<file path="config.mk">
export PLATFORM = sky130hd
export DESIGN_NAME = llsc_line_ctrl
export DESIGN_NICKNAME = d
export VERILOG_FILES = /design/src/rtl/llsc_pkg.sv /design/src/rtl/llsc_lock_timer.sv /design/src/rtl/llsc_miss_tracker.sv /design/src/rtl/llsc_line_fsm.sv /design/src/rtl/llsc_line_ctrl.sv
export SDC_FILE = /design/constraint.sdc
export NUM_CORES = 1
export LEC_CHECK = 0
export CORE_MARGIN = 2
export CORE_UTILIZATION = 53
export CTS_CLUSTER_SIZE = 14
export DETAILED_ROUTE_END_ITERATION = 7
export PLACE_DENSITY_LB_ADDON = 0.2
export SLEW_MARGIN = 5
export SYNTH_ARGS = -nofsm -noshare
export SYNTH_HDL_FRONTEND = slang
export SYNTH_HIERARCHICAL = 1
export SYNTH_SLANG_ARGS = --single-unit
</file>
<file path="constraint.sdc">
create_clock -name clk -period 2.95 [get_ports clk]
set_input_delay 0.59 -clock clk [delete_from_list [all_inputs] [get_ports clk]]
set_output_delay 0.59 -clock clk [all_outputs]
set_load 0.03 [all_outputs]
</file>
<file path="src/rtl/llsc_pkg.sv">
package llsc_pkg;

    typedef enum logic [3:0] {
        ST_I  = 4'd0,
        ST_S  = 4'd1,
        ST_E  = 4'd2,
        ST_M  = 4'd3,
        ST_IS = 4'd4,
        ST_IM = 4'd5,
        ST_SM = 4'd6,
        ST_LE = 4'd7,
        ST_LM = 4'd8
    } line_st_t;

    typedef enum logic [2:0] {
        OP_LOAD   = 3'd0,
        OP_LL     = 3'd1,
        OP_STORE  = 3'd2,
        OP_IFETCH = 3'd3,
        OP_REPL   = 3'd4,
        OP_SCFAIL = 3'd5
    } core_op_t;

    typedef enum logic [1:0] {
        SN_GETS = 2'd0,
        SN_GETX = 2'd1,
        SN_GETI = 2'd2,
        SN_INV  = 2'd3
    } snoop_t;

    typedef enum logic [1:0] {
        RS_DATA_S = 2'd0,
        RS_DATA_X = 2'd1,
        RS_ACK    = 2'd2
    } rsp_t;

    typedef struct packed {
        logic gets;
        logic getx;
        logic upgrade;
    } miss_req_t;

    function automatic logic is_transient(line_st_t s);
        return (s == ST_IS) || (s == ST_IM) || (s == ST_SM);
    endfunction

    function automatic logic is_locked(line_st_t s);
        return (s == ST_LE) || (s == ST_LM);
    endfunction

    function automatic line_st_t unlock_of(line_st_t s);
        case (s)
            ST_LE:   return ST_E;
            ST_LM:   return ST_M;
            default: return s;
        endcase
    endfunction

    function automatic logic snoop_keeps_copy(snoop_t k);
        return (k == SN_GETS) || (k == SN_GETI);
    endfunction

endpackage

</file>
<file path="src/rtl/llsc_lock_timer.sv">
module llsc_lock_timer
    import llsc_pkg::*;
#(
    parameter int LOCK_CYCLES = 16
) (
    input  logic clk,
    input  logic rst,
    input  logic start,
    output logic active,
    output logic fire
);
    localparam int TW = (LOCK_CYCLES < 2) ? 1 : $clog2(LOCK_CYCLES + 1);
    localparam logic [TW-1:0] RELOAD = TW'(LOCK_CYCLES - 1);

    logic [TW-1:0] remain;

    assign fire = active && (remain == '0);

    always_ff @(posedge clk) begin
        if (rst) begin
            active <= 1'b0;
            remain <= '0;
        end else if (start) begin
            active <= 1'b1;
            remain <= RELOAD;
        end else if (fire) begin
            active <= 1'b0;
        end else if (active) begin
            remain <= remain - 1'b1;
        end
    end

endmodule

</file>
<file path="src/rtl/llsc_miss_tracker.sv">
module llsc_miss_tracker
    import llsc_pkg::*;
#(
    parameter int ACK_W = 4
) (
    input  logic             clk,
    input  logic             rst,
    input  logic             busy,
    input  logic             alloc,
    input  logic             alloc_ll,
    input  logic             rsp_valid,
    input  rsp_t             rsp_kind,
    input  logic [ACK_W-1:0] rsp_acks,
    output logic             done,
    output logic             ll_mark
);
    logic             have_data;
    logic [ACK_W-1:0] owed;
    logic             mark_q;
    logic             got_data;
    logic             got_ack;

    assign got_data = busy && rsp_valid && (rsp_kind != RS_ACK) && !have_data;
    assign got_ack  = busy && rsp_valid && (rsp_kind == RS_ACK) && have_data;
    assign done     = (got_data && (rsp_acks == '0)) ||
                      (got_ack && (owed == ACK_W'(1)));
    assign ll_mark  = mark_q;

    always_ff @(posedge clk) begin
        if (rst) begin
            have_data <= 1'b0;
            owed      <= '0;
            mark_q    <= 1'b0;
        end else if (alloc) begin
            have_data <= 1'b0;
            owed      <= '0;
            mark_q    <= alloc_ll;
        end else if (done) begin
            have_data <= 1'b0;
            owed      <= '0;
            mark_q    <= 1'b0;
        end else if (got_data) begin
            have_data <= 1'b1;
            owed      <= rsp_acks;
        end else if (got_ack && (owed != '0)) begin
            owed      <= owed - 1'b1;
        end
    end

endmodule

</file>
<file path="src/rtl/llsc_line_fsm.sv">
module llsc_line_fsm
    import llsc_pkg::*;
(
    input  line_st_t  st,
    input  logic      lock_en,
    input  logic      core_valid,
    input  core_op_t  op,
    input  logic      net_valid,
    input  snoop_t    snoop,
    input  logic      rsp_valid,
    input  rsp_t      rsp_kind,
    input  logic      fill_done,
    input  logic      fill_ll,
    input  logic      timer_fire,
    output line_st_t  nxt,
    output logic      core_stall,
    output logic      net_stall,
    output logic      core_hit,
    output logic      sc_fail,
    output miss_req_t req,
    output logic      alloc,
    output logic      alloc_ll,
    output logic      timer_start
);
    logic trans;
    logic lockd;
    logic net_take;
    logic core_go;
    logic ll_eff;

    always_comb begin
        trans    = is_transient(st);
        lockd    = is_locked(st);
        net_take = net_valid && !lockd && !trans;
        ll_eff   = (op == OP_LL) && lock_en;

        net_stall  = net_valid && lockd;
        core_stall = core_valid &&
                     (trans || (lockd && (op == OP_REPL)) || net_take);
        core_go    = core_valid && !core_stall;

        nxt         = st;
        core_hit    = 1'b0;
        sc_fail     = 1'b0;
        req         = '0;
        alloc       = 1'b0;
        alloc_ll    = 1'b0;
        timer_start = 1'b0;

        if (trans) begin
            if (st == ST_IS) begin
                if (rsp_valid && (rsp_kind != RS_ACK)) begin
                    core_hit = 1'b1;
                    nxt = (rsp_kind == RS_DATA_X) ? ST_E : ST_S;
                end
            end else if (fill_done) begin
                core_hit = 1'b1;
                if (fill_ll) begin
                    nxt         = ST_LE;
                    timer_start = 1'b1;
                end else begin
                    nxt = ST_M;
                end
            end
        end else if (net_take) begin
            if (st != ST_I) begin
                nxt = snoop_keeps_copy(snoop) ? ST_S : ST_I;
            end
        end else if (core_go) begin
            case (op)
                OP_LL, OP_LOAD, OP_IFETCH: begin
                    if (op == OP_LL && ll_eff) begin
                        case (st)
                            ST_I: begin
                                nxt = ST_IM; req.getx = 1'b1;
                                alloc = 1'b1; alloc_ll = 1'b1;
                            end
                            ST_S: begin
                                nxt = ST_SM; req.upgrade = 1'b1;
                                alloc = 1'b1; alloc_ll = 1'b1;
                            end
                            ST_E: begin
                                nxt = ST_LE; core_hit = 1'b1; timer_start = 1'b1;
                            end
                            ST_M: begin
                                nxt = ST_LM; core_hit = 1'b1; timer_start = 1'b1;
                            end
                            default: core_hit = 1'b1;
                        endcase
                    end else if (st == ST_I) begin
                        nxt = ST_IS; req.gets = 1'b1;
                    end else begin
                        core_hit = 1'b1;
                    end
                end
                OP_STORE: begin
                    case (st)
                        ST_I: begin
                            nxt = ST_IM; req.getx = 1'b1; alloc = 1'b1;
                        end
                        ST_S: begin
                            nxt = ST_SM; req.upgrade = 1'b1; alloc = 1'b1;
                        end
                        ST_E, ST_M: begin
                            nxt = ST_M; core_hit = 1'b1;
                        end
                        default: begin
                            nxt = ST_LM; core_hit = 1'b1;
                        end
                    endcase
                end
                OP_REPL:   nxt = ST_I;
                OP_SCFAIL: sc_fail = 1'b1;
                default:   nxt = st;
            endcase
        end

        if (timer_fire) begin
            nxt = unlock_of(nxt);
        end
    end

endmodule

</file>
<file path="src/rtl/llsc_line_ctrl.sv">
module llsc_line_ctrl
    import llsc_pkg::*;
#(
    parameter int LOCK_CYCLES = 16,
    parameter int ACK_W       = 4
) (
    input  logic             clk,
    input  logic             rst,
    input  logic             lock_en,
    input  logic             core_valid,
    input  logic [2:0]       core_op,
    input  logic             net_valid,
    input  logic [1:0]       net_kind,
    input  logic             rsp_valid,
    input  logic [1:0]       rsp_kind,
    input  logic [ACK_W-1:0] rsp_acks,
    output logic             req_gets,
    output logic             req_getx,
    output logic             req_upgrade,
    output logic             core_hit,
    output logic             sc_fail,
    output logic             core_stall,
    output logic             net_stall,
    output logic [3:0]       line_state,
    output logic             locked
);
    line_st_t  st_q;
    line_st_t  st_d;
    miss_req_t req;
    logic      busy;
    logic      alloc;
    logic      alloc_ll;
    logic      fill_done;
    logic      fill_ll;
    logic      t_start;
    logic      t_fire;
    logic      t_active;

    assign busy = (st_q == ST_IM) || (st_q == ST_SM);

    llsc_line_fsm u_fsm (
        .st          (st_q),
        .lock_en     (lock_en),
        .core_valid  (core_valid),
        .op          (core_op_t'(core_op)),
        .net_valid   (net_valid),
        .snoop       (snoop_t'(net_kind)),
        .rsp_valid   (rsp_valid),
        .rsp_kind    (rsp_t'(rsp_kind)),
        .fill_done   (fill_done),
        .fill_ll     (fill_ll),
        .timer_fire  (t_fire),
        .nxt         (st_d),
        .core_stall  (core_stall),
        .net_stall   (net_stall),
        .core_hit    (core_hit),
        .sc_fail     (sc_fail),
        .req         (req),
        .alloc       (alloc),
        .alloc_ll    (alloc_ll),
        .timer_start (t_start)
    );

    llsc_miss_tracker #(.ACK_W(ACK_W)) u_trk (
        .clk       (clk),
        .rst       (rst),
        .busy      (busy),
        .alloc     (alloc),
        .alloc_ll  (alloc_ll),
        .rsp_valid (rsp_valid),
        .rsp_kind  (rsp_t'(rsp_kind)),
        .rsp_acks  (rsp_acks),
        .done      (fill_done),
        .ll_mark   (fill_ll)
    );

    llsc_lock_timer #(.LOCK_CYCLES(LOCK_CYCLES)) u_tmr (
        .clk    (clk),
        .rst    (rst),
        .start  (t_start),
        .active (t_active),
        .fire   (t_fire)
    );

    always_ff @(posedge clk) begin
        if (rst) st_q <= ST_I;
        else     st_q <= st_d;
    end

    assign req_gets    = req.gets;
    assign req_getx    = req.getx;
    assign req_upgrade = req.upgrade;
    assign line_state  = st_q;
    assign locked      = is_locked(st_q) && t_active;

endmodule

</file>
=== Yosys cells after proc, flatten, opt, wreduce, memory -nomap -nowiden ===
Index checks and enable logic that the tools add are counted.

* $add $sub $neg: 2
* Equal/unequal tests: 21
* Mux-type cells: 68
* Bitwise operators: 1
* Reductions and logical operators: 49

{| class="wikitable"
|+ Operators by type and width
! cell !! count
|-
| $mux 4 || 15
|-
| $mux 1 || 40
|-
| $pmux 4 s3 || 2
|-
| $eq 4x3->1 const B || 5
|-
| $logic_and 1x1->1 || 19
|-
| $pmux 4 s4 || 1
|-
| $mux 3 || 4
|-
| $eq 4x1->1 const B || 2
|-
| $eq 4x2->1 const B || 2
|-
| $eq 4x4->1 const B || 2
|-
| $logic_not 4->1 || 2
|-
| $logic_or 1x1->1 || 8
|-
| $pmux 4 s2 || 1
|-
| $reduce_bool 2->1 || 4
|-
| $reduce_bool 4->1 || 2
|-
| $eq 3x2->1 const B || 2
|-
| $eq 3x3->1 const B || 2
|-
| $reduce_or 2->1 || 3
|-
| $reduce_or 3->1 || 2
|-
| $logic_not 5->1 || 1
|-
| $sub 5x1->5 const B || 1
|-
| $eq 2x2->1 const B || 2
|-
| $logic_not 1->1 || 4
|-
| $mux 2 || 2
|-
| 10 further kinds || 13
|}

* Bits in registers: 16
* Output and inout bits: 12

=== Longest topological paths before layout ===
Gate-level depths: netlist (run 1).

* Depth in word-level cells: 15
* Gate-level depth with buffers: 12
* Mapped depth without buffers: 12

=== Modules after synthesis ===
The synthesis (run 1) kept the hierarchy.

{| class="wikitable"
|+ By module, submodules not included
! module !! times used !! cells each !! area an instance (um^2)
|-
| llsc_line_fsm || 1 || 112 || 750.7
|-
| llsc_miss_tracker || 1 || 49 || 464.2
|-
| llsc_lock_timer || 1 || 35 || 325.3
|-
| llsc_line_ctrl || 1 || 13 || 147.6
|}

=== Worst setup path before layout (run 1) ===
No wires, ideal clock.

* Path type: register -> output
* Start point: register st_q[1] (netlist: line_state[1])
* End point: output sc_fail
* Arrival: 2.501 ns
* Required time: 2.360 ns
* Path slack: -0.141 ns
* Cell stages (with the launch flop): 7
* Path buffers: 2
* Cells stage by stage: dfxtp_1 > buf_6 > or4b_4 > buf_6 > o211ai_4 > nand2_1 > nor4b_1

* Word-level cells in the longest chain between the ends: 12
* Elaborated cells on any way between the ends: 21

{| class="wikitable"
|+ RTL lines
! what !! RTL line !! RTL
|-
| from (decl) || llsc_line_ctrl.sv:27 || <nowiki>line_st_t st_q;</nowiki>
|-
| from (signal assigned) || llsc_line_ctrl.sv:87 || <nowiki>else st_q <= st_d;</nowiki>
|-
| $eq 4x3->1, or another cell as far along || llsc_pkg.sv:48 || <nowiki>return (s == ST_LE) || (s == ST_LM);</nowiki>
|-
| $logic_or 1x1->1 (on tied branches) || llsc_pkg.sv:48, llsc_pkg.sv:44 ||
|-
| $logic_not 1->1 / $logic_or 1x1->1 (equally long branches) || llsc_line_fsm.sv:34, llsc_pkg.sv:44 ||
|-
| $logic_and 1x1->1 / $logic_not 1->1 (equally long branches) || llsc_line_fsm.sv:34 || <nowiki>net_take = net_valid && !lockd && !trans;</nowiki>
|-
| $logic_and 1x1->1 || llsc_line_fsm.sv:34 ||
|-
| $logic_or 1x1->1 || llsc_line_fsm.sv:39 || <nowiki>(trans || (lockd && (op == OP_REPL)) || net_take);</nowiki>
|-
| $logic_and 1x1->1 || llsc_line_fsm.sv:38 || <nowiki>core_stall = core_valid &&</nowiki>
|-
| $logic_not 1->1 || llsc_line_fsm.sv:40 || <nowiki>core_go = core_valid && !core_stall;</nowiki>
|-
| $logic_and 1x1->1 || llsc_line_fsm.sv:40 ||
|-
| $mux 1 || llsc_line_fsm.sv:69 || <nowiki>end else if (core_go) begin</nowiki>
|-
| $mux 1 || llsc_line_fsm.sv:65 || <nowiki>end else if (net_take) begin</nowiki>
|-
| $mux 1 * || llsc_line_fsm.sv:50 || <nowiki>if (trans) begin</nowiki>
|-
| to (decl) || llsc_line_ctrl.sv:21 || <nowiki>output logic sc_fail,</nowiki>
|}

Every way passes the cells marked *; elsewhere a longest branch is shown, timed or not.

=== Worst setup path in the final report (run 1) ===
* Start point: input rsp_acks[0]
* End point: output core_hit

* Word-level cells in the longest chain between the ends: 6

{| class="wikitable"
|+ RTL lines
! what !! RTL line !! RTL
|-
| from (decl) || llsc_line_ctrl.sv:16 || <nowiki>input logic [ACK_W-1:0] rsp_acks,</nowiki>
|-
| $logic_not 4->1 || llsc_miss_tracker.sv:25 || <nowiki>assign done = (got_data && (rsp_acks == '0)) ||</nowiki>
|-
| $logic_and 1x1->1 || llsc_miss_tracker.sv:25 ||
|-
| $logic_or 1x1->1 || llsc_miss_tracker.sv:25 ||
|-
| net fill_done || llsc_line_ctrl.sv:33 || <nowiki>logic fill_done;</nowiki>
|-
| $mux 1 || llsc_line_fsm.sv:56 || <nowiki>end else if (fill_done) begin</nowiki>
|-
| $mux 1 || llsc_line_fsm.sv:51 || <nowiki>if (st == ST_IS) begin</nowiki>
|-
| $mux 1 || llsc_line_fsm.sv:50 ||
|-
| to (decl) || llsc_line_ctrl.sv:20 || <nowiki>output logic core_hit,</nowiki>
|}

The timed path passes the listed nets, and every way through them passes these cells.

==> flow_summary.toml, run 1 <==
[sta]
final_slew_viol_count = 0
max-slew-margin-rel_pct = 63.4
worst_slack_ns = -0.0213
fin_crit_ns = 2.97
clock.fmax_mhz = 337
unrepaired_setup_endpoints_after_global_routing = "yes"
layout_worst_path_cycle_share_pct = 101
worst_pin_slew_ns = 0.536
timing.setup.tns_ns = -0.0213
skew_ns = 0.00127
final-setup-viol-count = 1
timing_hold_violations_final = 0

[grt]
grtUsageMet2_pct = 52.3
grt_most_used_layer = "met2"
grt.met1_usage_pct = 36.7
first_global_vias = 1841
global_route_wire_length_before_repair_microns = 8300
globalRouteOverflowTotal = 0
met3_usage_pct = 4.69
grtUsageTotal_pct = 29.9
grt_max_degree = 22
grt_antenna_before_repair = 0

[finish]
sequential_cell_area_sq_um = 323
layout.nets = 288
count_of_inserted_antenna_diode_cells = 0
layout-drive-gt1-share_pct = 33.1
post_layout_nonfiller_instances = 310
syn_to_final_growth_pct = 36.8
fillCellCount = 239
multi_input_comb_area_sq_mm = 0.00132
finish.utilization_pct = 75.6

[placed_design]
place.detailed.hpwl_microns = 3610
total_instance_count_after_detailed_placement = 301
placement.io_buffers = 27
gpl.final_weighted_congestion = 0.872

[hold_path]
hold_class = "flop to flop"
min_path_cells = 2
hold-path-endpoint = "u_trk/ll_mark$_SDFFE_PP0P_"
hp-start = "u_trk/ll_mark$_SDFFE_PP0P_"

[routing]
drt-vias-per-instance = 6.12
totalWireLength_microns = 5120
detail_route.drc_violations = 0
first_iter_violations = 161
routedWlPerCell_microns = 16.5
antenna_violating_nets_post_route = 0
detailroute.via_count = 1896
drt_pre_antenna_iters = 4

[synthesis]
post_synth_num_cell_types = 77
post_synth.cell_area_avg_sq_um = 8.08
number_of_enable_flip_flop_cells_after_synthesis = 0
async_reset_ff_share_pct = 0
ys_ff_latch = 16
ys.warnings.count = 6
synth.net_count = 230
ys_dominant_reg_cell = "sky130_fd_sc_hd__dfxtp_1"
share_of_the_yosys_chip_area_belonging_to_registers_pct = 19.0
syn-cell-area_sq_mm = 0.00169
synth_cells = 209

[worst_setup_path]
category_of_the_worst_setup_path_capture_point = "output pin"
setup.worst_path.class = "input port to output pin"
worst_r2r_endpoint = "line_state[2]$_SDFF_PP0_"
rrSetupSlack_ns = 0.15
cp_data_arrival_time_ns = 2.38
count_of_cells_along_the_worst_register_to_register_path = 13
critPathRequiredTime_ns = 2.36
worst_setup_path_start_kind = "input port"
path_max_fanout = 5
critical_path.reg2reg.startpoint = "line_state[0]$_SDFF_PP0_"

[floorplan]
fp.dieH_microns = 60.4
die_w_microns = 60.4
die_area_sq_mm = 0.00365
boundaryPins = 29
rows = 20
coreArea_sq_mm = 0.00305
start_util_pct = 55.3

[clock_tree]
clk_path_buf_depth = 2
clock-root-buffer = "sky130_fd_sc_hd__clkbuf_4"
cts_tree = "done"
clock-sinks = 16
clock_tree.htree_level_count = 1
cts_made_buffers = 3
worst_skew_pair.late_latency_ns = 0.30
cts_hold_repair.buffers = 0
cts.clk_slew.worst_paths_ns = 0.11

[power]
power_per_cell_area_mw_per_mm2 = 280
power.leakage_nw = 0.946
vdd.ir_drop.worst_mv = 0.268

[outcome]
status = "finished with violations"
violations = "setup timing"

[flow_run]
max_cap_violations = 0
==> timing repair <==
action	4_1_cts	5_1_grt
gates resized for setup	17	15
hold endpoints to repair	0	0
setup endpoints to repair	4	6
pin swaps	4	4
buffers inserted	3	2
==> sequential cells by signal, indices dropped and copies added (netlist names) <==
| name | cells |
|---|---|
| u_tmr/remain | 5 |
| line_state | 4 |
| u_trk/owed | 4 |
| u_tmr/active | 1 |
| u_trk/have_data | 1 |
| u_trk/ll_mark | 1 |
==> synth_stat cells, drive strengths merged, types with 3 or more instances <==
| master | number | area share [%] |
|---|---|---|
| nand3 | 11 | 3.6 |
| dfxtp | 16 | 19 |
| nor3b | 3 | 1.3 |
| nor3 | 9 | 3.0 |
| nand4b | 3 | 1.6 |
| ha | 4 | 3.0 |
| or3 | 5 | 2.0 |
| or4b | 3 | 2.0 |
| inv | 17 | 3.8 |
| a21oi | 12 | 4.0 |
| nor2 | 15 | 3.3 |
| clkbuf | 3 | 0.67 |
| buf | 6 | 2.5 |
| nor4b | 3 | 2.4 |
| o211ai | 3 | 2.1 |
| a211oi | 3 | 1.9 |
| o21ai | 11 | 3.3 |
| o311ai | 3 | 3.6 |
| and2 | 5 | 2.0 |
| nand2b | 4 | 1.5 |
| nor2b | 9 | 3.3 |
| a31oi | 5 | 2.6 |
| nand2 | 11 | 2.4 |
==> routing by layer <==
layer	share of wire, %	vias up
met3	5.2	15
met5	0	-
li1	-	911
met4	2.2	0
met2	50	74
met1	43	896
==> layout by cell type, fill, tap and decap left out, types with 4 or more instances in the layout <==
cell type                         count
sky130_fd_sc_hd__nor2_1              15
sky130_fd_sc_hd__o21ai_0              9
sky130_fd_sc_hd__nand2b_1             4
sky130_fd_sc_hd__and2_1               4
sky130_fd_sc_hd__ha_1                 4
sky130_fd_sc_hd__nand2_1             10
sky130_fd_sc_hd__clkdlybuf4s50_1     15
sky130_fd_sc_hd__a21oi_1             10
sky130_fd_sc_hd__inv_1               15
sky130_fd_sc_hd__dfxtp_1             14
sky130_fd_sc_hd__nand3_1              9
sky130_fd_sc_hd__nor3_1               8
sky130_fd_sc_hd__nor2b_1              8
sky130_fd_sc_hd__buf_4               40
==> metrics by stage <==
stage	hold slack, ns	area [sq um]	power [mW]	setup WS [ns]
3_3_place_gp	0.495	2180	0.463	-0.265
2_1_floorplan	0.480	1700	0.379	0.0863
6_report	0.538	2310	0.645	-0.0213
3_5_place_dp	0.514	2180	0.471	-0.353
5_1_grt	0.550	2310	0.678	-0.0660
4_1_cts	0.528	2280	0.634	0.0102
==> where the power goes <==
| part | total, mW | switching, mW | leakage, nW | internal, mW |
|---|---|---|---|---|
| registers | 0.229 | 0.00771 | 0.130 | 0.222 |
| logic | 0.260 | 0.145 | 0.795 | 0.115 |
| clock network | 0.157 | 0.0813 | 0.0210 | 0.0752 |
| total | 0.645 | 0.234 | 0.946 | 0.412 |
==> final cells by class <==
class / instances / area share, %
clock buffer: 4 / 1.57
inverter: 17 / 2.76
multi-input combinational: 167 / 57.2
sequential: 16 / 14.0
tap: 44 / 2.38
timing repair buffer: 62 / 22.1
==> critical path, cell delays in order <==
cell                       delay, ns
sky130_fd_sc_hd__buf_6          0.09
sky130_fd_sc_hd__or4_4          0.54
sky130_fd_sc_hd__nor4_4         0.32
sky130_fd_sc_hd__a31o_4         0.19
sky130_fd_sc_hd__nand2_4        0.06
sky130_fd_sc_hd__o211ai_1       0.15
sky130_fd_sc_hd__nand3_1        0.14
sky130_fd_sc_hd__o21ai_1        0.12
sky130_fd_sc_hd__buf_4          0.18
==> logic make-up after synthesis <==
family                     after synthesis  synth area share, %
AOI/OAI and AO/OA                       64                 33.2
xor gates and xnor gates                 1                0.519
adders and majority gates                4                 2.97
buffers and inverters                   26                 6.97
DFF                                     16                 19.0
muxes                                    2                 1.48
and+or+nand+nor                         96                 35.9
==> worst max path at each step <==
stage	startpoint	end	slack, ns	cells past startpoint
floorplan	line_state[0]$_SDFF_PP0_	line_state[3]$_SDFF_PP0_	0.09	12
global placement	rsp_acks[2]	u_tmr/remain[1]$_SDFFE_PP0P_	-0.26	11
detailed placement	rsp_kind[0]	line_state[3]$_SDFF_PP0_	-0.35	11
CTS	rsp_kind[0]	line_state[3]$_SDFF_PP0_	0.01	12
global route	rsp_acks[0]	core_hit	-0.07	9
finish	rsp_acks[0]	core_hit	-0.02	9
(Power assumes the default switching activity.)
==> inputs of run 2 (changes only) <==
CORE_ASPECT_RATIO = 0.75   (was default)
==> flow_summary.toml, run 2 (synthesis gave the netlist of run 1 again) <==
[sta]
max-slew-margin-rel_pct = 57.1
worst_slack_ns = 0.106
final-setup-viol-count = 0
clock.fmax_mhz = 352
worst_pin_slew_ns = 0.627
final_slew_viol_count = 0
skew_ns = 0.00154
fin_crit_ns = 2.84
timing.setup.tns_ns = 0
layout_worst_path_cycle_share_pct = 96.4
timing_hold_violations_final = 0

[routing]
drt_pre_antenna_iters = 6
totalWireLength_microns = 4960
detailroute.via_count = 1879
detailroute.wirelength.met2_microns = 2290
antenna_violating_nets_post_route = 0
routedWlPerCell_microns = 16.4
route.met3.wl_microns = 416
met1Wirelength_microns = 2230
top_layer = "met4"
drt-vias-per-instance = 6.22
first_iter_violations = 218
detail_route.drc_violations = 0

[hold_path]
hold_class = "flop to flop"
hold-path-endpoint = "u_trk/ll_mark$_SDFFE_PP0P_"
min_path_cells = 2
hp-start = "u_trk/ll_mark$_SDFFE_PP0P_"

[floorplan]
die_area_sq_mm = 0.00366
die_w_microns = 69.2
coreArea_sq_mm = 0.00300
fp.dieH_microns = 52.9
boundaryPins = 29
rows = 17
start_util_pct = 56.3

[finish]
sequential_cell_area_sq_um = 325
syn_to_final_growth_pct = 35.8
layout-drive-gt1-share_pct = 30.7
layout.nets = 286
regMostFlops = "u_tmr/remain"
most_common_library_cell_in_the_layout_ignoring_fill_and_taps = "sky130_fd_sc_hd__buf_4"
largest_register_ff_count = 5
final_cell_mix = "sky130_fd_sc_hd__buf_4, sky130_fd_sc_hd__inv_1, sky130_fd_sc_hd__nor2_1"
finish.utilization_pct = 76.4
fillCellCount = 220
post_layout_nonfiller_instances = 302
count_of_inserted_antenna_diode_cells = 0
multi_input_comb_area_sq_mm = 0.00130

[placed_design]
placement.io_buffers = 27
total_instance_count_after_detailed_placement = 294
gpl.final_weighted_congestion = 0.987
detailedPlace.worstSlack_ns = -0.260
place.detailed.hpwl_microns = 3780

[clock_tree]
cts_made_buffers = 3
clock-sinks = 16
cts_tree = "done"
cts.clk_slew.worst_paths_ns = 0.06
cts_hold_repair.buffers = 0
worst_skew_pair.late_latency_ns = 0.24
clk_path_buf_depth = 2
clock-root-buffer = "sky130_fd_sc_hd__clkbuf_8"
clock_tree.htree_level_count = 1

[outcome]
status = "complete, no violations"

[grt]
first_global_vias = 1710
grtUsageTotal_pct = 27.8
grt_antenna_before_repair = 0
grt_max_degree = 21
global_route_wire_length_before_repair_microns = 8110
globalRouteOverflowTotal = 0

[power]
power_per_cell_area_mw_per_mm2 = 293
vdd.ir_drop.worst_mv = 0.391
power.leakage_nw = 0.926
post-layout-total-power_uw = 671

[worst_setup_path]
category_of_the_worst_setup_path_capture_point = "output pin"
count_of_cells_along_the_worst_register_to_register_path = 13
worst_setup_path_start_kind = "input port"
cp_slowest_cell = "sky130_fd_sc_hd__or4_4"
setup.worst_path.class = "input port to output pin"
path_max_fanout = 3
critPathRequiredTime_ns = 2.36
timing.critical_path.max_delay_family = "simple AND/OR/NAND/NOR gates"
critPathMaxStageDelay_ns = 0.54
critical_path.reg2reg.startpoint = "line_state[0]$_SDFF_PP0_"
critical_path.cell_chain = "dlygate4sd2_1, or4_4, nor4_4, a31o_2, nand2_1, o211ai_1, nand3_1, o21ai_1, buf_4"
cp.buffers_inverters = 2
worst_r2r_endpoint = "line_state[3]$_SDFF_PP0_"
cp_data_arrival_time_ns = 2.25
rrSetupSlack_ns = 0.16

[flow_run]
max_cap_violations = 0
-- run 2: cell type report --
class,instances,area share (%)
timing repair buffer,60,21.8
clock buffer,4,2.40
multi-input combinational,167,56.8
tap,38,2.07
sequential,16,14.2
inverter,17,2.78
-- run 2: metrics by stage --
step / instance area (sq um) / hold slack, ns
after floorplan: 1700 / 0.480
after global placement: 2170 / 0.492
after detailed placement: 2170 / 0.506
after CTS: 2250 / 0.514
after global routing: 2290 / 0.539
final: 2290 / 0.513
-- run 2: worst max path at each step --
stage	from	end	cells past startpoint	slack (ns)
2_1_floorplan	line_state[0]$_SDFF_PP0_	line_state[3]$_SDFF_PP0_	12	0.09
3_3_place_gp	rsp_kind[0]	line_state[3]$_SDFF_PP0_	11	-0.22
3_5_place_dp	rsp_kind[0]	line_state[3]$_SDFF_PP0_	11	-0.26
4_1_cts	rsp_acks[3]	core_hit	9	0.03
5_1_grt	rsp_acks[3]	u_tmr/remain[1]$_SDFFE_PP0P_	11	-0.02
6_report	rsp_acks[3]	core_hit	9	0.11
-- run 2: power by group --
| part | total, mW | leakage (nW) | internal [mW] | switching [mW] |
|---|---|---|---|---|
| registers | 0.232 | 0.130 | 0.222 | 0.00990 |
| clock network | 0.186 | 0.0288 | 0.118 | 0.0681 |
| logic | 0.252 | 0.767 | 0.115 | 0.138 |
-- run 2: tightest hold or removal path, cell delays in order (launching register included) --
cell	delay, ns
sky130_fd_sc_hd__dfxtp_1	0.33
sky130_fd_sc_hd__inv_1	0.07
sky130_fd_sc_hd__o41ai_2	0.07
-- run 2: timing repair --
action / 4_1_cts / 5_1_grt
setup buffers: 3 / 1
setup endpoints to repair: 1 / 7
pin swaps: 7 / 5
resized for setup: 12 / 9
-- run 2: layer usage --
metal	up-vias	global-route usage [%]
met5	-	0
met4	0	4.25
met3	6	6.67
met2	93	46.6
met1	874	37.2
li1	906	-
==> inputs of run 3 (changes only) <==
CORE_UTILIZATION = 57   (was 53)
clock period = 3.56 ns   (was 2.95 ns; I/O delays follow)
==> flow_summary.toml, run 3 (synthesis gave the netlist of run 1 again) <==
[worst_setup_path]
worst_setup_path_start_kind = "input port"
cp_data_arrival_time_ns = 2.75
critPathRequiredTime_ns = 2.85
setup.worst_path.class = "input port to output pin"
category_of_the_worst_setup_path_capture_point = "output pin"
path_max_fanout = 6

[finish]
regMostFlops = "u_tmr/remain"
final_cell_mix = "sky130_fd_sc_hd__clkdlybuf4s50_1, sky130_fd_sc_hd__dfxtp_1, sky130_fd_sc_hd__inv_1"
count_of_inserted_antenna_diode_cells = 0
layout-drive-gt1-share_pct = 19.0
fillCellCount = 226
syn_to_final_growth_pct = 24.2
most_common_library_cell_in_the_layout_ignoring_fill_and_taps = "sky130_fd_sc_hd__clkdlybuf4s50_1"
largest_register_ff_count = 5
layout.nets = 265
post_layout_nonfiller_instances = 280

[floorplan]
die_area_sq_mm = 0.00342
fp.dieH_microns = 51.1
coreArea_sq_mm = 0.00287
start_util_pct = 58.8
die_w_microns = 66.8
rows = 17
boundaryPins = 29

[placed_design]
placement.io_buffers = 27
total_instance_count_after_detailed_placement = 277
place.detailed.hpwl_microns = 3620
gpl.final_weighted_congestion = 0.925

[sta]
worst_pin_slew_ns = 0.596
timing.setup.tns_ns = 0
fin_crit_ns = 3.46
clock.fmax_mhz = 289
final-setup-viol-count = 0
timing_hold_violations_final = 0
layout_worst_path_cycle_share_pct = 97.2
max-slew-margin-rel_pct = 59.3
skew_ns = 0.000860
unrepaired_setup_endpoints_after_global_routing = "no"
final_slew_viol_count = 0

[routing]
totalWireLength_microns = 4840
first_iter_violations = 181
antenna_violating_nets_post_route = 0
routedWlPerCell_microns = 17.3
drt-vias-per-instance = 6.66
drt_pre_antenna_iters = 5
detail_route.drc_violations = 0
detailroute.via_count = 1864

[clock_tree]
clock-sinks = 16
worst_skew_pair.late_latency_ns = 0.24
clock_tree.htree_level_count = 1
cts.clk_slew.worst_paths_ns = 0.06
clk_path_buf_depth = 2
cts_tree = "done"
post_cts_setup_buffers = 0
cts_repair_resize_count = 0
clock-root-buffer = "sky130_fd_sc_hd__clkbuf_8"
cts_made_buffers = 3
cts_hold_repair.buffers = 0

[grt]
first_global_vias = 1652
grt_antenna_before_repair = 0
grt_max_degree = 20
globalRouteOverflowTotal = 0
grtUsageTotal_pct = 28.6
global_route_wire_length_before_repair_microns = 7530

[flow_run]
max_cap_violations = 0

[power]
power.leakage_nw = 0.774
power_per_cell_area_mw_per_mm2 = 247
vdd.ir_drop.worst_mv = 0.211

[outcome]
status = "complete, no violations"

[hold_path]
hold_class = "flop to flop"
run 3: layout make-up:
cell class	count	area, sq um	area share (%)
multi-input cells	167	1270	60.5
repair buffers	39	355	17.0
flip-flops and latches	16	320	15.3
inverters	17	63.8	3.04
well taps	38	47.5	2.27
clock buffers	3	41.3	1.97
run 3: power breakdown:
| group | internal [mW] | switching (mW) | leakage [nW] |
|---|---|---|---|
| Combinational | 0.0853 | 0.108 | 0.623 |
| Clock | 0.0748 | 0.0565 | 0.0216 |
| Sequential | 0.183 | 0.00887 | 0.129 |
run 3: path summary, 6_finish.rpt:
path              slack, ns  cells after the start                         end                  startpoint
hold / removal         0.52                      2  u_trk/ll_mark$_SDFFE_PP0P_  u_trk/ll_mark$_SDFFE_PP0P_
setup reg to reg       0.53                     12    line_state[3]$_SDFF_PP0_    line_state[0]$_SDFF_PP0_
hold reg to reg        0.52                      2  u_trk/ll_mark$_SDFFE_PP0P_  u_trk/ll_mark$_SDFFE_PP0P_
setup / recovery        0.1                      9                    core_hit                 rsp_acks[1]
run 3: critical path: stages:
cell	delay, ns
sky130_fd_sc_hd__clkdlybuf4s50_1	0.44
sky130_fd_sc_hd__or4_1	0.57
sky130_fd_sc_hd__nor4_4	0.25
sky130_fd_sc_hd__a31o_4	0.19
sky130_fd_sc_hd__inv_1	0.06
sky130_fd_sc_hd__o21ai_0	0.17
sky130_fd_sc_hd__nand3_1	0.09
sky130_fd_sc_hd__o21ai_0	0.10
sky130_fd_sc_hd__buf_4	0.18
run 3: metal layers:
metal  global-route usage [%]  routed length [microns]  vias to the layer above
li1                         -                        -                      864
met1                     38.6                     2040                      878
met2                     46.3                     2240                      112
met3                     7.27                      503                       10
met4                     5.44                       66                        0
met5                        0                        0                        -
run 3: per-stage QoR:
step                total power [mW]  hold slack [ns]  util [%]  instance area [sq um]  worst slack, ns
floorplan                      0.313            0.480         -                   1690            0.347
global placement               0.375            0.497      70.9                   2040            0.123
detailed placement             0.383            0.517      70.9                   2040           0.0254
CTS                            0.514            0.526      72.4                   2080           0.0217
global route                   0.542            0.546      73.0                   2100           0.0147
finish                         0.517            0.525      73.0                   2100           0.0996
